<file path="config.mk">
export PLATFORM = sky130hd
export DESIGN_NAME = uart_svc_irq
export DESIGN_NICKNAME = d
export VERILOG_FILES = /design/src/rtl/uart_svc_pkg.sv /design/src/rtl/uart_svc_side.sv /design/src/rtl/uart_svc_irq.sv
export SDC_FILE = /design/constraint.sdc
export NUM_CORES = 1
export LEC_CHECK = 0
export BUFFER_PORTS_ARGS = -buffer_cell sky130_fd_sc_hd__buf_2
export CORE_AREA = 2 2 39 41
export CTS_BUF_LIST = sky130_fd_sc_hd__clkbuf_2
export CTS_CLUSTER_DIAMETER = 50
export DETAILED_ROUTE_END_ITERATION = 7
export DIE_AREA = 0 0 41 43
export MAX_ROUTING_LAYER = met4
export PLACE_DENSITY = 0.7
export SYNTH_ARGS = -nofsm -noshare
export SYNTH_HDL_FRONTEND = slang
export SYNTH_SLANG_ARGS = --single-unit
</file>
<file path="constraint.sdc">
create_clock -name clk -period 1.28 [get_ports clk]
set_clock_uncertainty 0.1 [all_clocks]
set_input_delay 0.192 -clock clk [delete_from_list [all_inputs] [get_ports clk]]
set_output_delay 0.192 -clock clk [all_outputs]
set_load 0.01 [all_outputs]
</file>
<file path="src/rtl/uart_svc_pkg.sv">
package uart_svc_pkg;

  // Threshold selected by a 2-bit trigger code.
  function automatic int unsigned trig_level(input logic [1:0] code);
    case (code)
      2'd0:    return 1;
      2'd1:    return 4;
      2'd2:    return 8;
      default: return 14;
    endcase
  endfunction

  // Receive side: signal once the fill has reached the threshold.
  function automatic logic rx_thr_hit(input int unsigned fill, input int unsigned lvl);
    return fill >= lvl;
  endfunction

  // Transmit side: signal while the fill is under the threshold.
  function automatic logic tx_thr_hit(input int unsigned fill, input int unsigned lvl);
    return fill < lvl;
  endfunction

endpackage

</file>
<file path="src/rtl/uart_svc_side.sv">
module uart_svc_side
  import uart_svc_pkg::*;
#(
  parameter int DEPTH = 16,
  parameter bit IS_RX = 1'b1,
  localparam int CW = $clog2(DEPTH + 1)
) (
  input  logic          clk,
  input  logic          rst_n,
  input  logic          blk_act,
  input  logic          char_evt,
  input  logic          host_clr,
  input  logic [CW-1:0] count,
  input  logic [1:0]    trig_sel,
  output logic          thr_hit,
  output logic          src_next
);

  logic        pend_q;
  logic        pend_d;
  int unsigned lvl;

  assign lvl = trig_level(trig_sel);

  generate
    if (IS_RX) begin : g_rx
      assign thr_hit = rx_thr_hit(32'(count), lvl);
    end else begin : g_tx
      assign thr_hit = tx_thr_hit(32'(count), lvl);
    end
  endgenerate

  // Pending flag: held clear in block mode; event beats clear.
  always_comb begin
    if (blk_act)       pend_d = 1'b0;
    else if (char_evt) pend_d = 1'b1;
    else if (host_clr) pend_d = 1'b0;
    else               pend_d = pend_q;
  end

  always_ff @(posedge clk) begin
    if (!rst_n) pend_q <= 1'b0;
    else        pend_q <= pend_d;
  end

  assign src_next = blk_act ? thr_hit : pend_d;

  AST_PEND_SET: assert property (@(posedge clk) disable iff (!rst_n)
    (!blk_act && char_evt) |=> pend_q);

  AST_PEND_CLEAR: assert property (@(posedge clk) disable iff (!rst_n)
    (!blk_act && host_clr && !char_evt) |=> !pend_q);

  AST_BLK_NO_PEND: assert property (@(posedge clk) disable iff (!rst_n)
    blk_act |=> !pend_q);

endmodule

</file>
<file path="src/rtl/uart_svc_irq.sv">
module uart_svc_irq
  import uart_svc_pkg::*;
#(
  parameter int DEPTH = 16,
  localparam int CW = $clog2(DEPTH + 1)
) (
  input  logic          clk,
  input  logic          rst_n,
  input  logic          fifo_en,
  input  logic          blk_mode,
  input  logic [1:0]    tx_trig_sel,
  input  logic [1:0]    rx_trig_sel,
  input  logic [CW-1:0] tx_count,
  input  logic [CW-1:0] rx_count,
  input  logic          tsr_empty,
  input  logic          tx_ien,
  input  logic          rx_ien,
  input  logic          rx_char_evt,
  input  logic          tx_char_evt,
  input  logic          host_rd,
  input  logic          host_wr,
  output logic          irq,
  output logic          lsr_thre,
  output logic          lsr_temt
);

  logic blk_act;
  logic rx_hit_w, tx_hit_w;
  logic rx_src_next, tx_src_next;
  logic irq_d, thre_d, temt_d;

  assign blk_act = fifo_en & blk_mode;

  uart_svc_side #(.DEPTH(DEPTH), .IS_RX(1'b1)) u_rx (
    .clk(clk), .rst_n(rst_n), .blk_act(blk_act),
    .char_evt(rx_char_evt), .host_clr(host_rd),
    .count(rx_count), .trig_sel(rx_trig_sel),
    .thr_hit(rx_hit_w), .src_next(rx_src_next)
  );

  uart_svc_side #(.DEPTH(DEPTH), .IS_RX(1'b0)) u_tx (
    .clk(clk), .rst_n(rst_n), .blk_act(blk_act),
    .char_evt(tx_char_evt), .host_clr(host_wr),
    .count(tx_count), .trig_sel(tx_trig_sel),
    .thr_hit(tx_hit_w), .src_next(tx_src_next)
  );

  assign irq_d  = (rx_ien & rx_src_next) | (tx_ien & tx_src_next);
  assign thre_d = fifo_en ? (tx_count < CW'(DEPTH)) : (tx_count == '0);
  assign temt_d = (tx_count == '0) & tsr_empty;

  always_ff @(posedge clk) begin
    if (!rst_n) begin
      irq      <= 1'b0;
      lsr_thre <= 1'b1;
      lsr_temt <= 1'b1;
    end else begin
      irq      <= irq_d;
      lsr_thre <= thre_d;
      lsr_temt <= temt_d;
    end
  end

  AST_IRQ_GATED: assert property (@(posedge clk) disable iff (!rst_n)
    irq |-> ($past(rx_ien) || $past(tx_ien)));

  AST_BLK_RX_FIRE: assert property (@(posedge clk) disable iff (!rst_n)
    (blk_act && rx_ien && rx_hit_w) |=> irq);

  AST_BLK_TX_FIRE: assert property (@(posedge clk) disable iff (!rst_n)
    (blk_act && tx_ien && tx_hit_w) |=> irq);

  AST_FIFO_OFF_CHAR: assert property (@(posedge clk) disable iff (!rst_n)
    (!fifo_en && rx_ien && rx_char_evt) |=> irq);

  AST_TEMT_THRE: assert property (@(posedge clk) disable iff (!rst_n)
    lsr_temt |-> lsr_thre);

endmodule

</file>
After elaboration in Yosys (flattened, before gate mapping). Index checks and enable logic that the tools add are counted.

Magnitude comparators: 3. Bitwise logic cells: 5. Mux-type cells: 11. Eq/ne operators: 4. Reduce and logical (&&, ||, !) cells: 3.

Operator list (count): one-hot mux 4 bit (3 select lines) (2); two-way mux 1 bit (9); greater-or-equal comparator 5 x 4 -> 1 bit (1); logical NOT 5 bit (1); less-than comparator 5 x 4 -> 1 bit (1); less-than comparator 5 bit (second input constant) (1); bitwise AND 1 bit (4); == test 2 x 1 -> 1 bit (second input constant) (2); == test 2 bit (second input constant) (2); logical NOT 2 bit (2); OR 1 bit (1).

Register bits: 5. Input bits: 25.

Logic depth before layout (Yosys ltp).
Word-level depth: 6. Depth in mapped cells: 6.

By module. From an unflattened synthesis, not the netlist that was laid out.

Cells, all modules: 47. Area total of the unflattened synthesis: 405.4 um^2.

Modules (own cells, without submodules): uart_svc_side (u_rx) (area each 147.6 um^2, instances 1, sequential area each 20.0 um^2, cells an instance 19); uart_svc_side (u_tx) (area each 132.6 um^2, instances 1, sequential area each 20.0 um^2, cells an instance 17); uart_svc_irq (area each 125.1 um^2, instances 1, sequential area each 60.1 um^2, cells an instance 11).

Least setup slack after synthesis. OpenSTA, ideal clock, no wires.

Path type: input -> register. From: input port rx_trig_sel[1]. To: register irq. Setup slack: -105 ps. Data arrival time: 1168 ps. Stages: 5. Data required time: 1064 ps. Cells stage by stage: inv_1 > ha_1 > a2111oi_4 > o21ai_1 > a41o_1.

Word-level cells in the longest chain between the ends: 6. Elaborated cells between the ends (all ways): 8.

RTL lines: start, declared (RTL line uart_svc_irq.sv:12) `input logic [1:0] rx_trig_sel,`; == test 2 bit, or another cell as far along (RTL line uart_svc_pkg.sv:5) `case (code)`; one-hot mux 4 bit (3 select lines) * (RTL line uart_svc_pkg.sv:5); greater-or-equal comparator 5 x 4 -> 1 bit * (RTL line uart_svc_pkg.sv:15) `return fill >= lvl;`; two-way mux 1 bit * (RTL line uart_svc_side.sv:46) `assign src_next = blk_act ? thr_hit : pend_d;`; bitwise AND 1 bit * (RTL line uart_svc_irq.sv:48) `assign irq_d = (rx_ien & rx_src_next) | (tx_ien & tx_src_next);`; OR 1 bit * (RTL line uart_svc_irq.sv:48); end signal, assigned (RTL line uart_svc_irq.sv:58) `irq <= irq_d;`; end, declared (RTL line uart_svc_irq.sv:22) `output logic irq,`.

Every way passes the cells marked *; elsewhere a longest branch is shown, timed or not. A chain may end at the register's enable or synchronous reset.

Final worst setup path.
From: input port tx_trig_sel[0]. To: register irq.

Word-level cells in the longest chain between the ends: 6. Elaborated cells between the ends (all ways): 8.

RTL lines: start, declared (RTL line uart_svc_irq.sv:11) `input logic [1:0] tx_trig_sel,`; == test 2 bit, or another cell as far along (RTL line uart_svc_pkg.sv:5); one-hot mux 4 bit (3 select lines) * (RTL line uart_svc_pkg.sv:5); less-than comparator 5 x 4 -> 1 bit * (RTL line uart_svc_pkg.sv:20) `return fill < lvl;`; two-way mux 1 bit * (RTL line uart_svc_side.sv:46); bitwise AND 1 bit * (RTL line uart_svc_irq.sv:48); OR 1 bit * (RTL line uart_svc_irq.sv:48).

Marks and branches as above.

==> results.tsv <==
metric	value	unit
status	finished clean	
most frequent cells in the layout	buf_2, inv_1, nand2_1	
Max IR drop VDD	0.236	mV
vias in the first global route	381	
CTS clk-pin slew, worst paths	50	ps
Top Ports	28	
max_slew headroom	73.7	%
worst path arrival time	1280	ps
R2R Path Start	u_tx.pend_q$_SDFF_PN0_	
clock sinks	5	
unrepaired setup endpoints after global routing	yes	
CTS max path bufs	2	
CP endpoint kind	flip-flop	
Hold Path Class	in -> reg	
most common cell after layout, fill and taps aside	buf_2	
gr usage total	11.9	%
Area Growth Syn to Fin	71.0	%
Final Hold Viols	0	
Worst-Skew Late Latency	210	ps
worst slew pin tran	390	ps
Die Ht	43	µm
grt ovf	0	
min Tclk post-route	1230	ps
core area	1380	µm²
slack of the critical path	54.8	ps
Gate Count Post-Synth	47	
pwr dens	720	nW/µm²
period utilization	95.7	%
Layout Nets	113	
part of the Yosys area used for sequential elements	25.5	%
Worst Path Required	1340	ps
TritonRoute pass-1 iters	2	
CTS H-tree lvls	1	
Non-Filler Instances	96	
Final ANT Viol Nets	0	
Via-to-Cell Ratio	4.75	
syn nets	79	
Final Max Slew Viols	0	
startpoint type of the worst setup path	input port	
Yosys Warn Count	0	
Lkg Pwr	0.338	nW
Worst Hold Slack	86.9	ps
FMAX	816	MHz
first-pass GRT wire length	1440	µm
Max-Cap Viols	0	
crit path max fanout	3	
Total Wirelength	1010	µm
hold path start	rst_n	
TritonCTS clock tree	yes	
Final GP Congestion	0.625	
row cnt	14	
die width	41	µm
ant diodes	0	
Wirelength per Cell	10.5	µm
fin util	48.6	%
Cell Area, Synth	393	µm²
initial antenna violation count	0	
Root Driver	clkbuf_2	
register bit total from synthesis	5	
first-iteration detailed-routing DRC count	4	
Die ar.	1760	µm²
count of input and output buffers	27	
post-place setup slack	-237	ps
Setup crit start	tx_trig_sel[0]	
DP HPWL	881	µm
share of cells above drive strength 1	56.3	%
critical path type	in -> reg	
DRC	0	
Final Setup Violations	0	
pin count of the biggest net entering global routing	6	
syn avg cell area	8.36	µm²
Initial Util	28.4	%
cts bufs inserted	3	
count of cell types in the netlist	19	
Via Count	456	
number of setup buffers added after CTS	0	
placed cells	92	
-- path summary, 6_finish.rpt --
check | slack [ps] | endpoint | cells after the start
max | 50 | irq$_SDFF_PN0_ | 7
min | 90 | lsr_temt$_SDFF_PN1_ | 2
max reg2reg | 260 | irq$_SDFF_PN0_ | 3
min reg2reg | 410 | u_rx.pend_q$_SDFF_PN0_ | 2
-- cell type report --
type                       count  area [µm²]
inverter                       8        32.5
fill                         142         712
sequential                     5         100
multi-input combinational     34         333
clock buffer                   4        20.0
tap                           16        20.0
timing repair buffer          29         166
-- repair_timing --
item                                    4_1_cts  5_1_grt
gates resized for setup                       0       14
endpoints found under the setup margin        1        1
hold buffers                                  0        0
pin swaps                                     2        7
-- cell usage after synthesis --
master	n	share of area, %
inv_1	8	7.6
o311ai_0	1	2.2
o21ai_0	1	1.3
nor3_1	1	1.3
nor2_1	4	3.8
a2111oi_2	1	3.8
o21ai_1	1	1.3
nand3b_1	1	1.9
nand2_1	7	6.7
nand2b_1	1	1.6
a41o_1	1	2.5
a2111oi_4	1	7.0
dfxtp_1	5	25
a21oi_1	2	2.5
a31oi_1	1	1.6
a211oi_1	2	3.8
nor4_1	1	1.6
nand2_2	1	1.6
ha_1	7	22
-- routing by layer --
metal / GRT usage (%) / up-vias / part of all wire [%]
met1: 14.7 / 203 / 40
li1: - / 232 / -
met3: 1.57 / 2 / 10
met4: 6.00 / 0 / 1.3
met2: 18.1 / 19 / 48
met5: - / - / 0
-- sequential cells by signal, summed over array words and instances, names as in the netlist --
name and flops:
irq 1, lsr_temt 1, lsr_thre 1, u_rx.pend_q 1
u_tx.pend_q 1
-- worst max-delay path: stages --
cell and delay (ps):
buf_8 90, inv_4 30, ha_4 240, a2111oi_4 300
a211oi_2 120, a211oi_2 200, a41o_1 110
-- logic make-up after synthesis --
group                    after synthesis  synth area share (%)
buffers and inverters                  8                  7.64
AND/OR/NAND/NOR                       16                  18.5
AO/OA/AOI/OAI                         11                  26.1
adder cells (fa/ha/maj)                7                  22.3
flip-flops                             5                  25.5
-- per-stage QoR --
stage / power (mW) / cell area, µm² / setup TNS (ps)
after detailed placement: 0.324 / 601 / -237
after CTS: 0.471 / 621 / 0
after floorplan: 0.252 / 430 / -39.7
after global routing: 0.521 / 672 / -29.5
after global placement: 0.320 / 601 / -215
final: 0.484 / 672 / 0
-- power by group --
group / switching [mW] / internal [mW]
clock network: 0.0619 / 0.0827
logic: 0.0801 / 0.0907
registers: 0.00195 / 0.167
Note: power is estimated with default switching activity, not from simulation.
